--- src/rtl/vmove_pkg.sv ---
package vmove_pkg;

    typedef enum logic [1:0] {
        VL_128 = 2'd0,
        VL_256 = 2'd1,
        VL_512 = 2'd2
    } vlen_e;

    typedef enum logic [1:0] {
        FORM_LOAD  = 2'd0,
        FORM_STORE = 2'd1,
        FORM_COPY  = 2'd2
    } form_e;

    typedef enum logic [1:0] {
        ENC_LEGACY = 2'd0,
        ENC_VEX    = 2'd1,
        ENC_EVEX   = 2'd2
    } enc_e;

endpackage

--- src/rtl/vmove_fault_chk.sv ---
module vmove_fault_chk
    import vmove_pkg::*;
#(
    parameter int ADDR_W    = 32,
    parameter int RSVD_W    = 4,
    parameter int MIN_BYTES = 16
) (
    input  logic [1:0]        vlen_i,
    input  logic [1:0]        form_i,
    input  logic [1:0]        enc_i,
    input  logic [RSVD_W-1:0] rsvd_i,
    input  logic [ADDR_W-1:0] addr_i,
    output logic              gp_o,
    output logic              ud_o
);

    logic [ADDR_W-1:0] span;
    logic              rsvd_bad;
    logic              len_bad;
    logic              code_bad;
    logic              has_mem;
    logic              misaligned;

    always_comb begin
        span       = ADDR_W'(MIN_BYTES) << vlen_i;
        rsvd_bad   = (enc_i != ENC_LEGACY) && (rsvd_i != {RSVD_W{1'b1}});
        len_bad    = (vlen_i == 2'd3)
                   || ((enc_i == ENC_LEGACY) && (vlen_i != VL_128))
                   || ((enc_i == ENC_VEX) && (vlen_i == VL_512));
        code_bad   = (form_i == 2'd3) || (enc_i == 2'd3);
        has_mem    = (form_i == FORM_LOAD) || (form_i == FORM_STORE);
        misaligned = has_mem && (|(addr_i & (span - ADDR_W'(1))));
        ud_o       = rsvd_bad || len_bad || code_bad;
        gp_o       = !ud_o && misaligned;
    end

endmodule

--- src/rtl/vmove_lane.sv ---
module vmove_lane #(
    parameter int ELEM_W    = 32,
    parameter int LANE_IDX  = 0,
    parameter int MIN_ELEMS = 4
) (
    input  logic [ELEM_W-1:0] src_i,
    input  logic [ELEM_W-1:0] dst_i,
    input  logic              mask_bit_i,
    input  logic              use_mask_i,
    input  logic              zero_i,
    input  logic              is_store_i,
    input  logic              keep_upper_i,
    input  logic [1:0]        vlen_i,
    output logic [ELEM_W-1:0] res_o,
    output logic              wr_en_o
);

    int   lim;
    logic in_vl;
    logic sel;

    always_comb begin
        lim     = MIN_ELEMS << vlen_i;
        in_vl   = LANE_IDX < lim;
        sel     = !use_mask_i || mask_bit_i;
        res_o   = dst_i;
        wr_en_o = 1'b0;
        if (in_vl) begin
            if (sel) begin
                res_o   = src_i;
                wr_en_o = is_store_i;
            end else if (!is_store_i && use_mask_i && zero_i) begin
                res_o = '0;
            end
        end else if (!is_store_i && !keep_upper_i) begin
            res_o = '0;
        end
    end

endmodule

--- src/rtl/vmove_unit.sv ---
module vmove_unit
    import vmove_pkg::*;
#(
    parameter int ELEM_W    = 32,
    parameter int MAX_ELEMS = 16,
    parameter int MIN_ELEMS = 4,
    parameter int ADDR_W    = 32,
    parameter int RSVD_W    = 4
) (
    input  logic                        clk,
    input  logic                        rst_n,
    input  logic                        req_valid,
    input  logic [ELEM_W*MAX_ELEMS-1:0] req_src,
    input  logic [ELEM_W*MAX_ELEMS-1:0] req_dst,
    input  logic [ADDR_W-1:0]           req_addr,
    input  logic [MAX_ELEMS-1:0]        req_mask,
    input  logic                        req_nomask,
    input  logic                        req_zero,
    input  logic [1:0]                  req_vlen,
    input  logic [1:0]                  req_form,
    input  logic [1:0]                  req_enc,
    input  logic [RSVD_W-1:0]           req_rsvd,
    output logic                        rsp_valid,
    output logic [ELEM_W*MAX_ELEMS-1:0] rsp_data,
    output logic [ELEM_W*MAX_ELEMS/8-1:0] rsp_byte_en,
    output logic                        rsp_gp,
    output logic                        rsp_ud
);

    localparam int VEC_W      = ELEM_W * MAX_ELEMS;
    localparam int BYTE_LANES = VEC_W / 8;
    localparam int ELEM_BYTES = ELEM_W / 8;
    localparam int MIN_BYTES  = MIN_ELEMS * ELEM_BYTES;

    typedef struct packed {
        logic                  valid;
        logic [VEC_W-1:0]      data;
        logic [BYTE_LANES-1:0] be;
        logic                  gp;
        logic                  ud;
    } rsp_t;

    rsp_t state_d, state_q;

    logic                 use_mask;
    logic                 is_store;
    logic                 keep_upper;
    logic [VEC_W-1:0]     lane_vec;
    logic [MAX_ELEMS-1:0] lane_wr;
    logic                 gp_w;
    logic                 ud_w;

    assign use_mask   = (req_enc == ENC_EVEX) && !req_nomask;
    assign is_store   = (req_form == FORM_STORE);
    assign keep_upper = (req_enc == ENC_LEGACY);

    vmove_fault_chk #(
        .ADDR_W   (ADDR_W),
        .RSVD_W   (RSVD_W),
        .MIN_BYTES(MIN_BYTES)
    ) fault_i (
        .vlen_i(req_vlen),
        .form_i(req_form),
        .enc_i (req_enc),
        .rsvd_i(req_rsvd),
        .addr_i(req_addr),
        .gp_o  (gp_w),
        .ud_o  (ud_w)
    );

    for (genvar j = 0; j < MAX_ELEMS; j++) begin : g_lane
        vmove_lane #(
            .ELEM_W   (ELEM_W),
            .LANE_IDX (j),
            .MIN_ELEMS(MIN_ELEMS)
        ) lane_i (
            .src_i       (req_src[j*ELEM_W +: ELEM_W]),
            .dst_i       (req_dst[j*ELEM_W +: ELEM_W]),
            .mask_bit_i  (req_mask[j]),
            .use_mask_i  (use_mask),
            .zero_i      (req_zero),
            .is_store_i  (is_store),
            .keep_upper_i(keep_upper),
            .vlen_i      (req_vlen),
            .res_o       (lane_vec[j*ELEM_W +: ELEM_W]),
            .wr_en_o     (lane_wr[j])
        );
    end

    always_comb begin
        state_d       = state_q;
        state_d.valid = req_valid;
        if (req_valid) begin
            state_d.gp = gp_w;
            state_d.ud = ud_w;
            if (gp_w || ud_w) begin
                state_d.data = req_dst;
                state_d.be   = '0;
            end else begin
                state_d.data = lane_vec;
                for (int b = 0; b < BYTE_LANES; b++) begin
                    state_d.be[b] = lane_wr[b / ELEM_BYTES];
                end
            end
        end
    end

    always_ff @(posedge clk or negedge rst_n) begin
        if (!rst_n) begin
            state_q <= '0;
        end else begin
            state_q <= state_d;
        end
    end

    assign rsp_valid   = state_q.valid;
    assign rsp_data    = state_q.data;
    assign rsp_byte_en = state_q.be;
    assign rsp_gp      = state_q.gp;
    assign rsp_ud      = state_q.ud;

    p_strobe_lat_r11: assert property (@(posedge clk) disable iff (!rst_n)
        req_valid |=> rsp_valid);

    p_idle_lat_r11: assert property (@(posedge clk) disable iff (!rst_n)
        !req_valid |=> !rsp_valid);

    p_fault_excl_r12: assert property (@(posedge clk) disable iff (!rst_n)
        rsp_valid |-> !(rsp_gp && rsp_ud));

    p_fault_nowrite_r12: assert property (@(posedge clk) disable iff (!rst_n)
        (rsp_valid && (rsp_gp || rsp_ud)) |-> (rsp_byte_en == '0));

    p_copy_nogp_r7: assert property (@(posedge clk) disable iff (!rst_n)
        (req_valid && req_form == FORM_COPY) |=> !rsp_gp);

    p_rsvd_ud_r8: assert property (@(posedge clk) disable iff (!rst_n)
        (req_valid && req_enc != ENC_LEGACY && req_rsvd != {RSVD_W{1'b1}}) |=> rsp_ud);

    p_noenable_r4: assert property (@(posedge clk) disable iff (!rst_n)
        (req_valid && req_form != FORM_STORE) |=> (rsp_byte_en == '0));

    p_short_store_r1: assert property (@(posedge clk) disable iff (!rst_n)
        (req_valid && req_vlen == VL_128) |=> (rsp_byte_en[BYTE_LANES-1:MIN_BYTES] == '0));

    p_legacy_upper_r6: assert property (@(posedge clk) disable iff (!rst_n)
        (req_valid && req_enc == ENC_LEGACY)
        |=> (rsp_data[VEC_W-1:MIN_ELEMS*ELEM_W] == $past(req_dst[VEC_W-1:MIN_ELEMS*ELEM_W])));

endmodule

--- config.mk ---
export PLATFORM = sky130hd
export DESIGN_NAME = vmove_unit
export DESIGN_NICKNAME = d
export VERILOG_FILES = /design/src/rtl/vmove_pkg.sv /design/src/rtl/vmove_fault_chk.sv /design/src/rtl/vmove_lane.sv /design/src/rtl/vmove_unit.sv
export SDC_FILE = /design/constraint.sdc
export NUM_CORES = 1
export LEC_CHECK = 0
export ABC_CLOCK_PERIOD_IN_PS = 860
export BUFFER_PORTS_ARGS = -buffer_cell sky130_fd_sc_hd__buf_2
export CAP_MARGIN = 5
export CORE_AREA = 2 2 641 643
export CTS_CLUSTER_SIZE = 14
export DETAILED_ROUTE_END_ITERATION = 6
export DIE_AREA = 0 0 643 645
export PLACE_DENSITY_LB_ADDON = 0.12
export SETUP_SLACK_MARGIN = 0.4
export SLEW_MARGIN = 20
export SYNTH_ARGS = -nofsm -noshare
export SYNTH_HDL_FRONTEND = slang
export SYNTH_HIERARCHICAL = 1
export SYNTH_SLANG_ARGS = --single-unit
--- constraint.sdc ---
create_clock -name clk -period 0.86 [get_ports clk]
set_clock_uncertainty 0.1 [all_clocks]
set_input_delay 0.129 -clock clk [delete_from_list [all_inputs] [get_ports clk]]
set_output_delay 0.129 -clock clk [all_outputs]
set_load 0.005 [all_outputs]
==> flow_metrics.env <==
export IMPL_ir_worst_vdd_v=0.00131
export IMPL_grt_pass1_wl_mm=410
export IMPL_syn_nets=4878
export IMPL_drive_gt1_frac=0.422
export IMPL_numClockSinks=531
export IMPL_synthCells=3789
export IMPL_yosysWarnings=6
export IMPL_hold_slack_ns=-0.316
export IMPL_drt_pass1_iter_count=5
export IMPL_dp_hpwl_mm=251
export IMPL_cts_hold_fix_buffers=485
export IMPL_synthTopCellsByArea="dfrtp_1 (39%), or3b_1 (13%), a22o_1 (9.8%)"
export IMPL_synth_ff_type="dfrtp_1"
export IMPL_synth_largest_area_cell="dfrtp_1"
export IMPL_place_congestion=0.853
export IMPL_clock_path_buffers=4
export IMPL_cts_root_buf="clkbuf_16"
export IMPL_worst_pin_slew_ns=0.681
export IMPL_die_area_um2=415000
export IMPL_final_setup_tns_ns=-1006.72
export IMPL_met1_usage=0.167
export IMPL_grt_busiest_layer="met2"
export IMPL_synth_seq_cells=531
export IMPL_min_from="req_dst[23]"
export IMPL_violations="hold timing, setup timing"
export IMPL_whs_path_depth=4
export IMPL_timing_final_ws_setup_ns=-1.23
export IMPL_drc_errors=0
export IMPL_clkTransAtPathRegs_ns=0.05
export IMPL_power_density_nw_per_um2=1440
export IMPL_cts_tree="done"
export IMPL_cts_buffers=90
export IMPL_num_vias=43519
export IMPL_path_common_cell="buf_12"
export IMPL_antenna_found_initial=228
export IMPL_grt_util_all_layers=0.143
export IMPL_multi_input_area_um2=18500
export IMPL_cp_end_kind="flop"
export IMPL_synth_edff_count=0
export IMPL_final_setup_viol_count=1337
export IMPL_reg2regPathDepth=2
export IMPL_cp_startpoint="req_addr[11]"
export IMPL_die_h_um=645
export IMPL_max_slew_margin_rel=0.546
export IMPL_hold_path_class="in -> reg"
export IMPL_ant_nets=0
export IMPL_yosysMostFrequentCell="dfrtp_1"
export IMPL_rsz0062_at_grt="true"
export IMPL_rows=235
export IMPL_routed_wl_mm=323
export IMPL_syn_cell_area_um2=34500
export IMPL_worstSetupPathType="in -> reg"
export IMPL_slew_violations=0
export IMPL_fin_nets=7379
export IMPL_io_buffers=1659
export IMPL_finalHoldViolCount=521
export IMPL_cp_required_ns=1.48
export IMPL_cp_arrival_ns=2.71
export IMPL_core_um2=408000
export IMPL_fin_crit_sh=2.43
export IMPL_die_w_um=643
export IMPL_insertion_delay_ns=0.80
export IMPL_seqCellArea_um2=13300
export IMPL_final_cell_area_um2=64800
export IMPL_nFillCells=46733
export IMPL_start_util=0.0845
export IMPL_htree_levels=3
export IMPL_r2r_start="rsp_data[445]"
export IMPL_p_leak_uw=0.0266
export IMPL_ios=1666
export IMPL_grtUsageMet2=0.256
export IMPL_synth_area_per_cell_um2=9.10
export IMPL_vias_per_cell=3.67
export IMPL_grt_use_met3=0.0379
export IMPL_dp_slack_ns=-2.28
export IMPL_fin_crit_ns=2.09
export IMPL_max_cap_violations=0
export IMPL_placed_area_um2=54300
export IMPL_slowest_stage="or4_4"
export IMPL_area_delta_synth_final_pct=87.9
export IMPL_drtIter0Drc=2856
export IMPL_cp_cell_sequence="buf_6, or4_4, o31ai_4, buf_6, a311oi_4, buf_12, buf_12, buf_12, or3b_1, a31oi_1"
export IMPL_status="finished, violations left"
export IMPL_cp_slowest_stage_delay_ns=0.54
export IMPL_fmax_mhz=478
export IMPL_grt_overflow=0
export IMPL_startpoint_type="input port"
export IMPL_ys_seq_area_frac=0.385
export IMPL_synth_cell_types=46
export IMPL_synth_top_cell_area_share=0.385
export IMPL_grt_max_degree=139
export IMPL_grt_pass1_vias=42692
export IMPL_async_flop_share=1.00
export IMPL_drt_wirelength_per_cell_um=27.2
export IMPL_worstPathMaxFanout=40
export IMPL_synthTopCellsByCount="dfrtp_1 (531), nor2_1 (521), a31oi_1 (512), o21ai_0 (512), or3b_1 (507)"
## power breakdown
part           internal, uW  leakage, uW  switching [uW]
combinational         12600       0.0192           13900
sequential            27500      0.00598            2310
clock                 21600      0.00138           15600
total                 61700       0.0266           31800
## cell families (layout without fill, tap and decap cells)
family | count (synthesis) | after routing | share of synthesized area
buffers and inverters | 543 | 3104 | 0.0948
other | 0 | 60 | 0
flip-flops | 531 | 531 | 0.385
AO/OA/AOI/OAI | 1579 | 1579 | 0.313
multiplexers | 2 | 2 | 0.000653
AND/OR/NAND/NOR | 1132 | 1132 | 0.206
adder cells (fa/ha/maj) | 2 | 2 | 0.000726
## final timing paths
kind / endpoint / slack, ns
worst max-delay path: rsp_data[336] / -1.23
worst min-delay path: rsp_data[23] / -0.32
worst max register to register: rsp_data[445] / -0.13
worst min register to register: rsp_gp / 0.42
max in group asynchronous: rsp_data[396] / -0.11
min in group asynchronous: rsp_data[21] / -0.24
## area by class of cell
class | count | area share
multi-input cells | 2715 | 0.286
diodes | 60 | 0.00232
clock inverters | 14 | 0.00255
clock buffers | 138 | 0.0408
repair buffers | 2929 | 0.357
inverters | 23 | 0.00133
flip-flops and latches | 531 | 0.205
well taps | 5451 | 0.105
## per-layer routing
layer	share of wire	wire length, um	vias up
met4	0.033	10600	66
li1	-	-	19612
met5	0.0014	445	-
met3	0.066	21200	515
met1	0.40	128000	21601
met2	0.50	163000	1725
## cell usage in the layout, fill, tap and decap left out, types with 9 or more instances in the layout
| master | count |
|---|---|
| o21ai_1 | 9 |
| a22o_1 | 384 |
| or3b_1 | 495 |
| a31oi_1 | 501 |
| clkbuf_16 | 128 |
| nand2_1 | 19 |
| diode_2 | 60 |
| o22ai_2 | 16 |
| buf_12 | 201 |
| buf_2 | 1607 |
| clkbuf_1 | 27 |
| clkbuf_8 | 21 |
| dlygate4sd3_1 | 485 |
| nor2_1 | 520 |
| a32o_1 | 128 |
| buf_16 | 19 |
| buf_4 | 531 |
| nand2b_1 | 13 |
| or3b_4 | 16 |
| buf_8 | 12 |
| o22ai_4 | 12 |
| inv_1 | 22 |
| dfrtp_1 | 525 |
| o21ai_0 | 496 |
| nand3b_1 | 9 |
| buf_6 | 29 |
## flip-flops by register name (all words and copies together), names as in the netlist
name	count
rsp_gp	1
rsp_valid	1
rsp_ud	1
rsp_data	512
rsp_byte_en	16
## critical path, delay by kind of cell
kind | cells | cell delay [ns]
compound gates | 3 | 0.57
buf+inv | 5 | 0.90
simple gates | 2 | 0.92
## metrics by stage
stage / power (uW) / hold WS [ns] / util / instances
finish: 93600 / -0.316 / 0.159 / 11861
global route: 98700 / -0.369 / 0.159 / 11825
CTS: 95900 / -0.424 / 0.153 / 11727
detailed placement: 55100 / -0.153 / 0.133 / 11076
global placement: 55200 / -0.150 / 0.133 / 11076
floorplan: 37100 / -0.267 / - / 3789
## repair_timing
action / 4_1_cts / 5_1_grt
setup endpoints to repair: 1109 / 1639
gates resized for setup: 42 / 155
hold endpoints to repair: 1056 / 522
gates cloned: 11 / 52
setup buffers: 3 / 22
pin swaps: 23 / 138
Power figures use the tool's default switching activity.
